[src/rtl/uirq_pkg.sv]
package uirq_pkg;
    localparam int REG_W  = 8;
    localparam int IER_W  = 6;
    localparam int SRC_N  = 4;
    localparam int CODE_W = 4;

    // priority index: 0 is most urgent
    localparam int P_LINE  = 0;
    localparam int P_RX    = 1;
    localparam int P_TXE   = 2;
    localparam int P_MODEM = 3;

    localparam logic [CODE_W-1:0] ID_NONE  = 4'b0001;
    localparam logic [CODE_W-1:0] ID_LINE  = 4'b0110;
    localparam logic [CODE_W-1:0] ID_RXRDY = 4'b0100;
    localparam logic [CODE_W-1:0] ID_TMO   = 4'b1100;
    localparam logic [CODE_W-1:0] ID_TXE   = 4'b0010;
    localparam logic [CODE_W-1:0] ID_MODEM = 4'b0000;

    typedef struct packed {
        logic line;
        logic rx;
        logic tmo;
        logic modem;
        logic txe;
    } src_state_t;

    function automatic logic [CODE_W-1:0] level_code(input int idx);
        case (idx)
            P_LINE:  return ID_LINE;
            P_RX:    return ID_RXRDY;
            P_TXE:   return ID_TXE;
            default: return ID_MODEM;
        endcase
    endfunction
endpackage

[src/rtl/uirq_enable_reg.sv]
module uirq_enable_reg
    import uirq_pkg::*;
(
    input  logic             clk,
    input  logic             rst_n,
    input  logic             wr_en,
    input  logic [IER_W-1:0] wr_data,
    output logic [IER_W-1:0] ier
);
    logic [IER_W-1:0] ier_d, ier_q;

    always_comb begin
        ier_d = ier_q;
        if (wr_en) ier_d = wr_data;
    end

    always_ff @(posedge clk or negedge rst_n) begin
        if (!rst_n) ier_q <= '0;
        else        ier_q <= ier_d;
    end

    assign ier = ier_q;

    // a write lands, otherwise the value holds
    a_r2_write_lands: assert property (@(posedge clk) disable iff (!rst_n)
        wr_en |=> ier == $past(wr_data));
    a_r2_hold: assert property (@(posedge clk) disable iff (!rst_n)
        !wr_en |=> $stable(ier));
endmodule

[src/rtl/uirq_src_capture.sv]
module uirq_src_capture
    import uirq_pkg::*;
(
    input  logic       clk,
    input  logic       rst_n,
    input  logic       in_line,
    input  logic       in_rx,
    input  logic       in_tmo,
    input  logic       in_modem,
    input  logic       in_txe_evt,
    input  logic       txe_ack,
    output src_state_t st
);
    src_state_t s_d, s_q;

    always_comb begin
        s_d       = s_q;
        s_d.line  = in_line;
        s_d.rx    = in_rx;
        s_d.tmo   = in_tmo;
        s_d.modem = in_modem;
        if (in_txe_evt)   s_d.txe = 1'b1;
        else if (txe_ack) s_d.txe = 1'b0;
    end

    always_ff @(posedge clk or negedge rst_n) begin
        if (!rst_n) s_q <= '0;
        else        s_q <= s_d;
    end

    assign st = s_q;

    // event sets (and wins over acknowledge), acknowledge alone clears
    a_r8_evt_sets: assert property (@(posedge clk) disable iff (!rst_n)
        in_txe_evt |=> st.txe);
    a_r8_ack_clears: assert property (@(posedge clk) disable iff (!rst_n)
        (txe_ack && !in_txe_evt) |=> !st.txe);
    a_r8_no_spurious: assert property (@(posedge clk) disable iff (!rst_n)
        (!in_txe_evt && !st.txe) |=> !st.txe);
    // level conditions appear one clock later
    a_r9_one_stage: assert property (@(posedge clk) disable iff (!rst_n)
        1'b1 |=> (st.line == $past(in_line)) && (st.modem == $past(in_modem)));
endmodule

[src/rtl/uirq_prio_enc.sv]
module uirq_prio_enc
    import uirq_pkg::*;
(
    input  logic [SRC_N-1:0]  act,
    input  logic              tmo_sel,
    output logic [CODE_W-1:0] code
);
    always_comb begin
        code = ID_NONE;
        for (int i = SRC_N - 1; i >= 0; i--) begin
            if (act[i]) begin
                if (i == P_RX && tmo_sel) code = ID_TMO;
                else                      code = level_code(i);
            end
        end
    end
endmodule

[src/rtl/uart_irq_ctrl.sv]
module uart_irq_ctrl
    import uirq_pkg::*;
#(
    parameter int ADDR_W  = 2,
    parameter int ADDR_EN = 1,
    parameter int ADDR_ID = 2
) (
    input  logic              clk,
    input  logic              rst_n,
    input  logic [ADDR_W-1:0] bus_addr,
    input  logic              bus_wr,
    input  logic              bus_rd,
    input  logic [REG_W-1:0]  bus_wdata,
    output logic [REG_W-1:0]  bus_rdata,
    input  logic              src_line,
    input  logic              src_rx_ready,
    input  logic              src_rx_tmo,
    input  logic              src_txe_evt,
    input  logic              src_modem,
    input  logic [1:0]        fifo_mode,
    output logic              irq_out
);
    localparam logic [ADDR_W-1:0] A_EN = ADDR_W'(ADDR_EN);
    localparam logic [ADDR_W-1:0] A_ID = ADDR_W'(ADDR_ID);
    localparam int MODE_W = REG_W - CODE_W - 1;

    logic [IER_W-1:0]  ier;
    src_state_t        st;
    logic [SRC_N-1:0]  act;
    logic              fifo_on, tmo_sel, txe_ack;
    logic [CODE_W-1:0] code;
    logic [MODE_W-1:0] mode_bits;
    logic [REG_W-1:0]  ident;
    logic              unused_wdata_hi;

    assign unused_wdata_hi = ^bus_wdata[REG_W-1:IER_W];

    uirq_enable_reg u_en (
        .clk     (clk),
        .rst_n   (rst_n),
        .wr_en   (bus_wr && bus_addr == A_EN),
        .wr_data (bus_wdata[IER_W-1:0]),
        .ier     (ier)
    );

    uirq_src_capture u_cap (
        .clk        (clk),
        .rst_n      (rst_n),
        .in_line    (src_line),
        .in_rx      (src_rx_ready),
        .in_tmo     (src_rx_tmo),
        .in_modem   (src_modem),
        .in_txe_evt (src_txe_evt),
        .txe_ack    (txe_ack),
        .st         (st)
    );

    always_comb begin
        fifo_on       = (fifo_mode != 2'd0);
        tmo_sel       = st.tmo && fifo_on;
        act[P_LINE]   = st.line && ier[2];
        act[P_RX]     = (st.rx || tmo_sel) && ier[0];
        act[P_TXE]    = st.txe && ier[1];
        act[P_MODEM]  = st.modem && ier[3];
    end

    uirq_prio_enc u_enc (
        .act     (act),
        .tmo_sel (tmo_sel),
        .code    (code)
    );

    always_comb begin
        case (fifo_mode)
            2'd0:    mode_bits = 3'b000;
            2'd1:    mode_bits = 3'b110;
            default: mode_bits = 3'b111;
        endcase
        ident   = {mode_bits, 1'b0, code};
        txe_ack = bus_rd && (bus_addr == A_ID) && (code == ID_TXE);
        irq_out = |act;
        if (bus_addr == A_EN)      bus_rdata = {{(REG_W-IER_W){1'b0}}, ier};
        else if (bus_addr == A_ID) bus_rdata = ident;
        else                       bus_rdata = '0;
    end

    // the line and the active-low flag agree, bit 4 stays clear
    a_r6_flag_matches: assert property (@(posedge clk) disable iff (!rst_n)
        irq_out == !ident[0]);
    a_r6_bit4_zero: assert property (@(posedge clk) disable iff (!rst_n)
        ident[4] == 1'b0);
    // an enabled line-status condition is always reported first
    a_r4_line_first: assert property (@(posedge clk) disable iff (!rst_n)
        (st.line && ier[2]) |-> ident[3:0] == ID_LINE);
    // no timeout code with FIFO mode off
    a_r5_no_tmo_off: assert property (@(posedge clk) disable iff (!rst_n)
        (fifo_mode == 2'd0) |-> !ident[3]);
    // all enables clear means nothing pending
    a_r3_all_masked: assert property (@(posedge clk) disable iff (!rst_n)
        (ier[3:0] == 4'h0) |-> !irq_out);
    // top enable bits read as zero
    a_r2_hi_zero: assert property (@(posedge clk) disable iff (!rst_n)
        (bus_addr == A_EN) |-> bus_rdata[7:6] == 2'b00);
endmodule

[config.mk]
export PLATFORM = sky130hd
export DESIGN_NAME = uart_irq_ctrl
export DESIGN_NICKNAME = d
export VERILOG_FILES = /design/src/rtl/uirq_pkg.sv /design/src/rtl/uirq_enable_reg.sv /design/src/rtl/uirq_src_capture.sv /design/src/rtl/uirq_prio_enc.sv /design/src/rtl/uart_irq_ctrl.sv
export SDC_FILE = /design/constraint.sdc
export NUM_CORES = 1
export LEC_CHECK = 0
export BUFFER_PORTS_ARGS = -buffer_cell sky130_fd_sc_hd__buf_2
export CAP_MARGIN = 20
export CORE_MARGIN = 4
export CORE_UTILIZATION = 42
export CTS_BUF_LIST = sky130_fd_sc_hd__clkbuf_16
export DETAILED_ROUTE_END_ITERATION = 16
export HOLD_SLACK_MARGIN = 0.12
export PLACE_DENSITY = 0.76
export SLEW_MARGIN = 20
export SYNTH_ARGS = -nofsm -noshare
export SYNTH_HDL_FRONTEND = slang
export SYNTH_SLANG_ARGS = --single-unit
[constraint.sdc]
create_clock -name clk -period 1.21 [get_ports clk]
set_clock_uncertainty 0.1 [all_clocks]
set_input_delay 0.1815 -clock clk [delete_from_list [all_inputs] [get_ports clk]]
set_output_delay 0.1815 -clock clk [all_outputs]
set_load 0.1 [all_outputs]
==> impl_metrics.py, run 1 <==
metrics = {
    "synthesis": {
        "synth_nets": 65,
        "syn_avg_cell_area_um2": 12.6,
        "yosysSeqAreaShare": 0.495,
        "syn_inst": 44,
        "yosys_warnings": 0,
        "ys_ff_latch": 11,
        "yosysUniqueCellTypes": 23,
        "syn_area_um2": 556,
    },
    "clocking": {
        "ctsLongestPathBuffers": 2,
        "htree_levels": 1,
        "cts_resized": 16,
        "numCtsBuffers": 3,
        "hold_buffers": 11,
        "cts_root_buf": "clkbuf_16",
        "cts_setup_buffers": 4,
        "clock-sinks": 11,
    },
    "floorplanning": {
        "die_w_um": 44.4,
        "fp-row-count": 12,
        "die_h_um": 44.4,
        "initial_core_util": 0.474,
        "io_pins": 30,
    },
    "run_status": {
        "error_line": "[ERROR DPL-0038] Utilization greater than 100%, impossible to legalize",
        "status": "stopped before the end",
        "failed_stage": "clock tree synthesis (4_1_cts)",
    },
    "placed_design": {
        "io_buffers": 27,
        "placed_cells": 96,
        "hpwl_mm": 1.22,
        "gp_congestion": 0.778,
    },
}
-- cells by family after synthesis --
logic type	after synthesis	synth area share
simple gates	13	0.158
compound gates	12	0.164
mux	6	0.162
flops	11	0.495
buf+inv	2	0.0203
-- stage by stage --
stage | setup WS [ns] | setup TNS, ns | utilization | area [um2]
global placement | -0.206 | -1.09 | 0.847 | 992
floorplan | -0.225 | -0.946 | - | 649
detailed placement | -0.227 | -1.39 | 0.847 | 992
-- synthesized netlist by cell type (all sizes together) --
cell type	n	share of area
dfrtp	11	0.50
mux2	6	0.16
a21oi	3	0.027
nand2	3	0.034
nor2	3	0.020
a32o	2	0.036
a21o	1	0.014
a22o	1	0.018
a22oi	1	0.014
and2	1	0.014
and2b	1	0.014
and3	1	0.011
buf	1	0.014
inv	1	0.0068
nand2b	1	0.016
nand3	1	0.0090
nor2b	1	0.025
nor4b	1	0.016
o21a	1	0.014
o21ai	1	0.016
o22ai	1	0.011
o2bb2ai	1	0.016
==> inputs of run 2 (changes only) <==
--- a/config.mk
+++ b/config.mk
@@ -7,12 +7,10 @@
 export LEC_CHECK = 0
 export BUFFER_PORTS_ARGS = -buffer_cell sky130_fd_sc_hd__buf_2
 export CAP_MARGIN = 20
-export CORE_MARGIN = 4
-export CORE_UTILIZATION = 42
-export CTS_BUF_LIST = sky130_fd_sc_hd__clkbuf_16
+export CORE_AREA = 4 4 65 67
 export DETAILED_ROUTE_END_ITERATION = 16
-export HOLD_SLACK_MARGIN = 0.12
-export PLACE_DENSITY = 0.76
+export DIE_AREA = 0 0 69 71
+export PLACE_DENSITY_LB_ADDON = 0.15
 export SLEW_MARGIN = 20
 export SYNTH_ARGS = -nofsm -noshare
 export SYNTH_HDL_FRONTEND = slang
==> run 2 against run 1 <==
- the flow now finishes, with violations (negative setup slack)
- area after synthesis stayed put
- synthesized cell count is the same
==> impl_metrics.py, run 2 <==
metrics = {
    "run_status": {
        "status": "finished with violations",
        "violations": "negative setup slack",
    },
    "timing": {
        "finalCriticalPeriod_ns": 1.62,
        "worst_pin_slew_ns": 0.270,
        "fin_crit_sh": 1.34,
        "rsz0062_at_grt": "true",
        "hold_ws_ns": 0.0752,
        "timing.final.max_slew_violations": 0,
        "finalSetupTns_ns": -2.07,
        "slew_headroom": 0.820,
        "fmax_mhz": 619,
        "fin_ws_ns": -0.407,
        "setup_violations": 6,
        "hold_viol": 0,
    },
    "route": {
        "drc": 0,
        "wl_per_cell_um": 11.4,
        "vias": 544,
        "drtAntennaViolNets": 0,
        "drtIter0Drc": 8,
        "vias_per_cell": 3.65,
        "drt_wl_total_mm": 1.70,
        "drtPass1Iterations": 2,
    },
    "synthesis": {
        "syn_area_um2": 556,
        "yosysUniqueCellTypes": 23,
        "synth_top_area_frac": 0.495,
        "ys_ff_latch": 11,
        "synth_common_cells": "dfrtp_1 (11), mux2_4 (6), a21oi_1 (3), nor2_1 (3)",
        "yosysSeqAreaShare": 0.495,
        "syn_avg_cell_area_um2": 12.6,
        "yosys_most_used_dff": "dfrtp_1",
        "yosys_warnings": 0,
        "synth_area_leaders": "dfrtp_1 (50%), mux2_4 (16%), a32o_1 (3.6%), a21oi_1 (2.7%), nor2b_4 (2.5%)",
        "synth.most_common_cell": "dfrtp_1",
        "synth_edf_count": 0,
        "syn_inst": 44,
        "netlist.top_cell.by_area": "dfrtp_1",
        "synth_nets": 65,
        "async_flop_share": 1.00,
    },
    "placed_design": {
        "hpwl_mm": 1.31,
        "gp_congestion": 0.708,
        "io_buffers": 27,
        "dpl_cell_area_um2": 1060,
    },
    "floorplanning": {
        "die_w_um": 69,
        "io_pins": 30,
        "initial_core_util": 0.153,
        "die_h_um": 71,
        "core_region_area_um2": 3630,
        "fp-row-count": 22,
        "die-area_um2": 4900,
    },
    "global_routing": {
        "track_usage": 0.0706,
        "grt_pass1_wl_mm": 2.73,
        "gr-total-overflow": 0,
        "grt_max_degree": 12,
        "antenna_found_initial": 0,
        "grt_pass1_vias": 596,
    },
    "worst_setup_path": {
        "crit_path_max_fanout": 5,
        "cpPeakStageDelay_ns": 0.35,
        "cp_slowest_cell": "dfrtp_1",
        "cp-end-kind": "output pin",
        "start_kind": "flip-flop",
        "arrival_ns": 1.34,
        "crit_required_ns": 0.93,
        "cp_cell_sequence": "o21a_1 > o21ai_4 > a32o_4 > buf_12",
        "critPathKind": "flip-flop to output pin",
    },
    "cells_and_area": {
        "antennaDiodeCount": 0,
        "finalNetCount": 123,
        "mostFrequentLayoutCells": "buf_4 (18), buf_2 (16), dfrtp_1 (11), buf_12 (10), mux2_4 (6)",
        "largest_reg_flops": 6,
        "syn_to_final_growth_pct": 133,
        "drive_gt1_frac": 0.762,
        "mostFrequentLayoutCell": "buf_4",
        "fin_area_um2": 1290,
    },
    "clocking": {
        "clk_pin_slew_worst_paths_ns": 0.05,
        "htree_levels": 1,
        "clk_latency_ns": 0.23,
        "clock-sinks": 11,
        "cts_root_buf": "clkbuf_8",
        "ctsLongestPathBuffers": 2,
        "cts_tree": "done",
        "numCtsBuffers": 3,
    },
    "hold_path": {
        "worst_hold_path_type": "input pin to flip-flop",
    },
    "pwr": {
        "worst_ir_drop_vdd_mv": 0.494,
        "total_power_mw": 1.66,
        "power_density_nw_per_um2": 1280,
        "total_leakage_power_nw": 0.599,
    },
    "flow_run": {
        "cap_violations": 0,
    },
}
==> run 2: cell counts after synthesis <==
Identical to the previous run, type by type.
==> run 2: through the flow <==
step | setup WS (ns) | utilization | std cells
global route | -0.463 | 0.356 | 149
CTS | -0.451 | 0.340 | 145
detailed placement | -0.285 | 0.292 | 132
global placement | -0.265 | 0.292 | 132
floorplan | -0.225 | - | 44
finish | -0.407 | 0.356 | 149
==> run 2: where the power goes <==
group,internal [mW],switching [mW]
combinational,0.418,0.422
clock,0.230,0.127
sequential,0.415,0.0482
total,1.06,0.597
==> run 2: worst paths after layout <==
| kind | end | startpoint | cells past startpoint | slack, ns |
|---|---|---|---|---|
| max | bus_rdata[0] | u_cap.st[2] | 4 | -0.41 |
| min | u_en.ier[1] | bus_wdata[1] | 2 | 0.08 |
| max reg2reg | u_en.ier[2] | u_en.ier[2] | 3 | 0.06 |
| min reg2reg | u_en.ier[4] | u_en.ier[4] | 1 | 0.41 |
| max in group asynchronous | u_en.ier[0] | rst_n | 2 | 0.54 |
| min in group asynchronous | u_cap.st[4] | rst_n | 2 | 0.26 |
==> run 2: layout make-up <==
cell class / count / area, um2
Inverter: 1 / 3.75
Timing Repair Buffer: 54 / 526
Multi-Input combinational cell: 31 / 384
Clock buffer: 4 / 45.0
Sequential cell: 11 / 275
Fill cell: 381 / 2340
Tap cell: 48 / 60.1
==> run 2: logic make-up (layout without fill, tap and decap cells) <==
| logic type | count (synthesis) | after routing | synth area share |
|---|---|---|---|
| multiplexers | 6 | 6 | 0.162 |
| AO/OA/AOI/OAI | 12 | 12 | 0.164 |
| flip-flops | 11 | 11 | 0.495 |
| buffers and inverters | 2 | 59 | 0.0203 |
| AND/OR/NAND/NOR | 13 | 13 | 0.158 |
==> run 2: layer usage <==
metal  track usage  vias up  wire, um
li1              -      274         -
met1        0.0809      251       735
met3        0.0185        2       103
met2         0.113       17       837
met5             0        -         0
met4        0.0521        0        27
==> run 2: worst max-delay path, delay by kind of cell (launching register included) <==
family / cells / cell delay [ns]
buf+inv: 1 / 0.17
flops: 1 / 0.35
compound gates: 3 / 0.58
==> run 2: what timing repair did <==
action / in CTS / in global routing
endpoints found under the hold margin: 15 / 0
setup endpoints to repair: 7 / 10
pin swaps: 4 / 4
setup buffers: 4 / 4
hold buffers: 5 / 0
gates resized for setup: 13 / 6
No activity file was read; power rests on OpenSTA's default activity.
==> inputs of run 3 (changes only) <==
--- a/config.mk
+++ b/config.mk
@@ -5,6 +5,7 @@
 export SDC_FILE = /design/constraint.sdc
 export NUM_CORES = 1
 export LEC_CHECK = 0
+export ABC_AREA = 1
 export BUFFER_PORTS_ARGS = -buffer_cell sky130_fd_sc_hd__buf_2
 export CAP_MARGIN = 20
 export CORE_AREA = 4 4 65 67
==> run 3 against run 2 <==
- the flow still finishes with violations (negative setup slack)
- clock power about the same
- hold slack got worse by 0.036 ns
- final area down 0.48%
- largest cell class unchanged
- largest power group unchanged
- register-to-register slack lost 0.04 ns
- fmax shrank 4.4%
- total power fell by 1.0%
- highest routed layer unchanged
==> impl_metrics.py, run 3 <==
metrics = {
    "cells_and_area": {
        "drive_gt1_frac": 0.626,
        "final_util": 0.354,
        "finalNetCount": 137,
        "largest_reg_flops": 6,
        "mostFrequentLayoutCells": "buf_2 (17), buf_4 (14), nand2_1 (12), buf_12 (10), dfrtp_1 (10)",
        "syn_to_final_growth_pct": 133,
        "mostFrequentLayoutCell": "buf_2",
        "fin_area_um2": 1290,
        "fin_cells": 163,
        "antennaDiodeCount": 0,
    },
    "global_routing": {
        "grt_pass1_vias": 603,
        "gr-total-overflow": 0,
        "grt_max_degree": 12,
        "grt_pass1_wl_mm": 2.75,
        "antenna_found_initial": 0,
        "track_usage": 0.0730,
    },
    "timing": {
        "fin_ws_ns": -0.481,
        "finalCriticalPeriod_ns": 1.69,
        "slew_headroom": 0.818,
        "hold_viol": 0,
        "hold_ws_ns": 0.0396,
        "setup_violations": 6,
        "fmax_mhz": 591,
        "timing.final.max_slew_violations": 0,
        "rsz0062_at_grt": "true",
        "finalSetupTns_ns": -2.25,
        "worst_pin_slew_ns": 0.273,
        "fin_crit_sh": 1.40,
    },
    "worst_setup_path": {
        "crit_end": "bus_rdata[0]",
        "reg2reg_setup_slack_ns": 0.02,
        "cp-end-kind": "output pin",
        "crit_required_ns": 0.93,
        "r2r-start": "u_en.ier[0]",
        "critPathKind": "flip-flop to output pin",
        "crit_start": "u_cap.st[2]",
        "reg2reg_to": "u_en.ier[0]",
        "start_kind": "flip-flop",
        "arrival_ns": 1.41,
        "crit_path_max_fanout": 3,
        "rr_worst_depth": 3,
    },
    "hold_path": {
        "hold_start": "src_txe_evt",
        "worst_hold_path_type": "input pin to flip-flop",
    },
    "floorplanning": {
        "die_w_um": 69,
        "core_region_area_um2": 3630,
        "fp-row-count": 22,
        "die_h_um": 71,
        "io_pins": 30,
        "die-area_um2": 4900,
        "initial_core_util": 0.152,
    },
    "pwr": {
        "switchingPower_uw": 610,
        "p_seq_frac": 0.273,
        "p_comb_frac": 0.511,
        "total_power_mw": 1.64,
        "total_leakage_power_nw": 0.630,
        "intPower_mw": 1.03,
        "p_sw_frac": 0.371,
        "power_density_nw_per_um2": 1280,
        "worst_ir_drop_vdd_mv": 0.517,
        "clock_power_share": 0.216,
    },
    "flow_run": {
        "cap_violations": 0,
    },
    "clocking": {
        "cts_tree": "done",
        "numCtsBuffers": 3,
        "cts_root_buf": "clkbuf_8",
        "clk_latency_ns": 0.23,
        "htree_levels": 1,
        "clk_pin_slew_worst_paths_ns": 0.05,
        "ctsLongestPathBuffers": 2,
        "clock-sinks": 11,
    },
    "synthesis": {
        "ys_ff_latch": 11,
        "netlist.top_cell.by_area": "dfrtp_1",
        "syn_area_um2": 553,
        "synth.most_common_cell": "nand2_1",
        "synth_common_cells": "nand2_1 (18), dfrtp_1 (11), inv_1 (10), nor2_1 (6), mux2_4 (4)",
        "synth_top_area_frac": 0.498,
        "yosys_warnings": 0,
        "synth_edf_count": 0,
        "synth_area_leaders": "dfrtp_1 (50%), nand2_1 (12%), mux2_4 (11%), inv_1 (6.8%), nor2_1 (4.1%)",
        "syn_avg_cell_area_um2": 8.92,
        "syn_inst": 62,
        "async_flop_share": 1.00,
        "synth_nets": 83,
        "yosysSeqAreaShare": 0.498,
        "yosys_most_used_dff": "dfrtp_1",
        "yosysUniqueCellTypes": 14,
    },
    "route": {
        "drc": 0,
        "wl_per_cell_um": 10.1,
        "drtPass1Iterations": 2,
        "vias": 580,
        "drt_wl_total_mm": 1.65,
        "vias_per_cell": 3.56,
        "drtAntennaViolNets": 0,
        "drtIter0Drc": 8,
    },
    "placed_design": {
        "hpwl_mm": 1.36,
        "dpl_cell_area_um2": 1110,
        "preCtsSetupSlack_ns": -0.298,
        "gp_congestion": 0.679,
        "io_buffers": 27,
        "placed_cells": 149,
    },
    "run_status": {
        "violations": "negative setup slack",
        "status": "finished with violations",
    },
}
[run 3: changes by cell type in the layout (fill, tap and decap cells not counted), sizes merged, moves of 4 or more]
cell   previous run  this run
nand2             3        19
inv               1        10
buf              49        45
nor2              3         7
[run 3: per-layer routing]
metal / GRT usage / up-vias / routed length [um]
li1: - / 301 / -
met1: 0.0903 / 259 / 782
met2: 0.113 / 18 / 779
met3: 0.0185 / 2 / 62
met4: 0.0456 / 0 / 24
met5: 0 / - / 0
[run 3: kinds of logic (layout without fill, tap and decap cells)]
kind of cell           Yosys count  count (layout)  share of synthesized area
buffers and inverters           11              64                     0.0815
multiplexers                     4               4                      0.109
flip-flops                      11              11                      0.498
AND/OR/NAND/NOR                 29              29                      0.235
AO/OA/AOI/OAI                    7               7                     0.0769
[run 3: worst max-delay path: stages (launching register included)]
cell,delay (ns)
dfrtp_1,0.37
o21ai_1,0.08
nand2_1,0.11
a21boi_4,0.24
nand3_4,0.13
nand2_8,0.08
buf_12,0.16
[run 3: worst min-delay path by stage]
stage	to	slack [ns]	cells after the start
2_1_floorplan	u_cap.st[0]	-0.21	0
5_1_grt	u_cap.st[0]	0.05	3
3_3_place_gp	u_en.ier[5]	-0.03	1
6_report	u_cap.st[0]	0.04	3
4_1_cts	u_cap.st[0]	0.04	3
3_5_place_dp	u_en.ier[4]	-0.03	1
[run 3: power groups by stage]
stage	registers [mW]	clock network [mW]	logic, mW
3_5_place_dp	0.451	0	0.757
3_3_place_gp	0.448	0	0.754
6_report	0.449	0.354	0.840
4_1_cts	0.448	0.375	0.828
2_1_floorplan	0.443	0	0.459
5_1_grt	0.454	0.389	0.884
[run 3: layout make-up]
cell class / count / area (um2)
clock buffers: 4 / 45.0
fillers: 380 / 2350
flip-flops and latches: 11 / 277
repair buffers: 50 / 485
inverters: 10 / 53.8
well taps: 48 / 60.1
multi-input cells: 40 / 367
[run 3: timing repair]
| action | CTS | global route |
|---|---|---|
| endpoints found under the hold margin | 15 | 0 |
| setup endpoints to repair | 9 | 9 |
| hold buffers | 5 | 0 |
| resized for setup | 11 | 4 |
| pin swaps | 8 | 5 |
| setup buffers | 3 | 2 |
==> inputs of run 4 (changes only) <==
--- a/config.mk
+++ b/config.mk
@@ -7,7 +7,7 @@
 export LEC_CHECK = 0
 export ABC_AREA = 1
 export BUFFER_PORTS_ARGS = -buffer_cell sky130_fd_sc_hd__buf_2
-export CAP_MARGIN = 20
+export CAP_MARGIN = 10
 export CORE_AREA = 4 4 65 67
 export DETAILED_ROUTE_END_ITERATION = 16
 export DIE_AREA = 0 0 69 71
@@ -15,4 +15,5 @@
 export SLEW_MARGIN = 20
 export SYNTH_ARGS = -nofsm -noshare
 export SYNTH_HDL_FRONTEND = slang
+export SYNTH_HIERARCHICAL = 1
 export SYNTH_SLANG_ARGS = --single-unit
==> run 4 against run 3 <==
- the flow still finishes with violations (negative setup slack)
- highest routed layer unchanged
- critical endpoint unchanged
- first-iteration DRC count rose to 2.5 times the previous value
- critical path depth grew 4
- sequential share of layout area grew 0.61 points
- largest power group unchanged
- global-route usage grew 0.71 points
- critical path type unchanged
==> impl_metrics.py, run 4 <==
metrics = {
    "run_status": {
        "status": "finished with violations",
        "violations": "negative setup slack",
    },
    "route": {
        "drt_wl_total_mm": 1.91,
        "drtIter0Drc": 20,
        "wl_per_cell_um": 10.1,
        "vias_per_cell": 3.76,
        "vias": 710,
        "drc": 0,
        "drtPass1Iterations": 4,
        "drtAntennaViolNets": 0,
    },
    "timing": {
        "hold_ws_ns": 0.0329,
        "timing.final.max_slew_violations": 0,
        "rsz0062_at_grt": "true",
        "fin_ws_ns": -0.527,
        "hold_viol": 0,
        "slew_headroom": 0.828,
        "setup_violations": 6,
        "fin_crit_sh": 1.44,
        "finalSetupTns_ns": -2.80,
        "finalCriticalPeriod_ns": 1.74,
        "fmax_mhz": 576,
        "worst_pin_slew_ns": 0.257,
    },
    "clocking": {
        "clk_pin_slew_worst_paths_ns": 0.05,
        "numCtsBuffers": 3,
        "cts_tree": "done",
        "ctsLongestPathBuffers": 2,
        "clock-sinks": 11,
        "clk_latency_ns": 0.23,
        "htree_levels": 1,
        "cts_root_buf": "clkbuf_8",
    },
    "cells_and_area": {
        "finalNetCount": 163,
        "syn_to_final_growth_pct": 107,
        "largest_reg_flops": 6,
        "antennaDiodeCount": 0,
        "drive_gt1_frac": 0.518,
        "fin_cells": 189,
        "fillers": 414,
        "final_util": 0.343,
        "fin_area_um2": 1250,
        "mostFrequentLayoutCells": "nand2_1 (27), buf_2 (18), buf_4 (18), inv_1 (13), dfrtp_1 (11)",
        "mostFrequentLayoutCell": "nand2_1",
    },
    "floorplanning": {
        "io_pins": 30,
        "core_region_area_um2": 3630,
        "die_h_um": 71,
        "die-area_um2": 4900,
        "die_w_um": 69,
        "fp-row-count": 22,
        "initial_core_util": 0.166,
    },
    "synthesis": {
        "yosysUniqueCellTypes": 14,
        "synth_common_cells": "nand2_1 (32), inv_1 (17), dfrtp_1 (11), nor2_1 (7), nand3_1 (6)",
        "netlist.top_cell.by_area": "dfrtp_1",
        "synth_nets": 108,
        "synth_area_leaders": "dfrtp_1 (46%), nand2_1 (20%), inv_1 (11%), nand3_1 (5.0%), nor2_1 (4.4%)",
        "synth_edf_count": 0,
        "yosys_most_used_dff": "dfrtp_1",
        "synth.most_common_cell": "nand2_1",
        "ys_ff_latch": 11,
        "async_flop_share": 1.00,
        "syn_inst": 87,
        "yosysSeqAreaShare": 0.456,
        "syn_area_um2": 603,
        "syn_avg_cell_area_um2": 6.93,
        "synth_top_area_frac": 0.456,
        "yosys_warnings": 6,
    },
    "flow_run": {
        "cap_violations": 0,
    },
    "placed_design": {
        "io_buffers": 27,
        "gp_congestion": 0.873,
        "hpwl_mm": 1.51,
        "preCtsSetupSlack_ns": -0.330,
        "dpl_cell_area_um2": 1070,
        "placed_cells": 174,
    },
    "global_routing": {
        "grt_pass1_vias": 748,
        "track_usage": 0.0802,
        "gr-total-overflow": 0,
        "grt_pass1_wl_mm": 3.21,
        "antenna_found_initial": 0,
        "grt_max_degree": 12,
    },
    "pwr": {
        "intPower_uw": 944,
        "p_sw_frac": 0.389,
        "total_leakage_power_nw": 0.657,
        "switchingPower_uw": 601,
        "p_comb_frac": 0.486,
        "worst_ir_drop_vdd_mv": 0.331,
        "power_density_nw_per_um2": 1240,
        "p_seq_frac": 0.278,
        "total_power_mw": 1.54,
        "clock_power_share": 0.236,
    },
    "worst_setup_path": {
        "start_kind": "flip-flop",
        "crit_path_max_fanout": 3,
        "arrival_ns": 1.46,
        "crit_required_ns": 0.93,
        "cp-end-kind": "output pin",
        "critPathKind": "flip-flop to output pin",
    },
    "hold_path": {
        "worst_hold_path_type": "input pin to flip-flop",
    },
}
-- run 4: changes by cell type after synthesis, moves of 2 or more --
cell	change
a21oi_1	-2
inv_1	+7
inv_2	+4
mux2_4	-4
nand2_1	+14
nand2_2	+2
nand3_1	+5
o21ai_0	-2
o21ai_2	+2
-- run 4: worst max-delay path, stage by stage (launching register included) --
cell	delay, ns
dfrtp_1	0.37
o21ai_2	0.06
nand2_1	0.08
nand2_2	0.07
inv_2	0.05
inv_2	0.04
nand2_2	0.05
nor2_2	0.08
inv_2	0.05
o22ai_4	0.16
buf_12	0.19
-- run 4: power by group through the flow --
| stage | sequential [mW] | combinational (mW) | clock (mW) |
|---|---|---|---|
| floorplan | 0.432 | 0.402 | 0 |
| global placement | 0.433 | 0.667 | 0 |
| detailed placement | 0.434 | 0.671 | 0 |
| CTS | 0.430 | 0.738 | 0.374 |
| global route | 0.436 | 0.802 | 0.390 |
| finish | 0.430 | 0.751 | 0.364 |
-- run 4: metal layers --
layer / vias up / global-route usage / wire, um
met2: 27 / 0.130 / 946
met4: 0 / 0.0672 / 65
met5: - / 0 / 0
li1: 362 / - / -
met1: 315 / 0.0870 / 767
met3: 6 / 0.0213 / 133
-- run 4: logic make-up (layout without fill, tap and decap cells) --
logic type	after synthesis	after routing	synth area share
AO/OA/AOI/OAI	5	5	0.0664
buffers and inverters	22	76	0.143
flip-flops	11	11	0.456
AND/OR/NAND/NOR	49	49	0.334
-- run 4: path summary, 6_finish.rpt --
check / from / to / slack (ns) / cells after the start
setup / recovery: u_cap/st[2] / bus_rdata[0] / -0.53 / 10
hold / removal: src_txe_evt / u_cap/st[0] / 0.03 / 3
setup reg to reg: u_cap/st[2] / u_cap/st[0] / -0.40 / 12
hold reg to reg: u_cap/st[0] / u_cap/st[0] / 0.38 / 2
max in group asynchronous: rst_n / u_cap/st[0] / 0.55 / 2
min in group asynchronous: rst_n / u_cap/st[3] / 0.25 / 2
-- run 4: timing repair --
action                                  4_1_cts  5_1_grt
setup buffers                                 6        1
hold buffers                                  5        0
pin swaps                                     7        2
gates resized for setup                       9        3
hold endpoints to repair                     15        0
endpoints found under the setup margin        8        8
-- run 4: layout make-up --
cell class,instances,area [um2],share of cell area
sequential,11,275,0.221
clock buffer,4,45.0,0.0361
multi-input combinational,54,320,0.257
timing repair buffer,51,467,0.374
inverter,21,78.8,0.0633
tap,48,60.1,0.0482
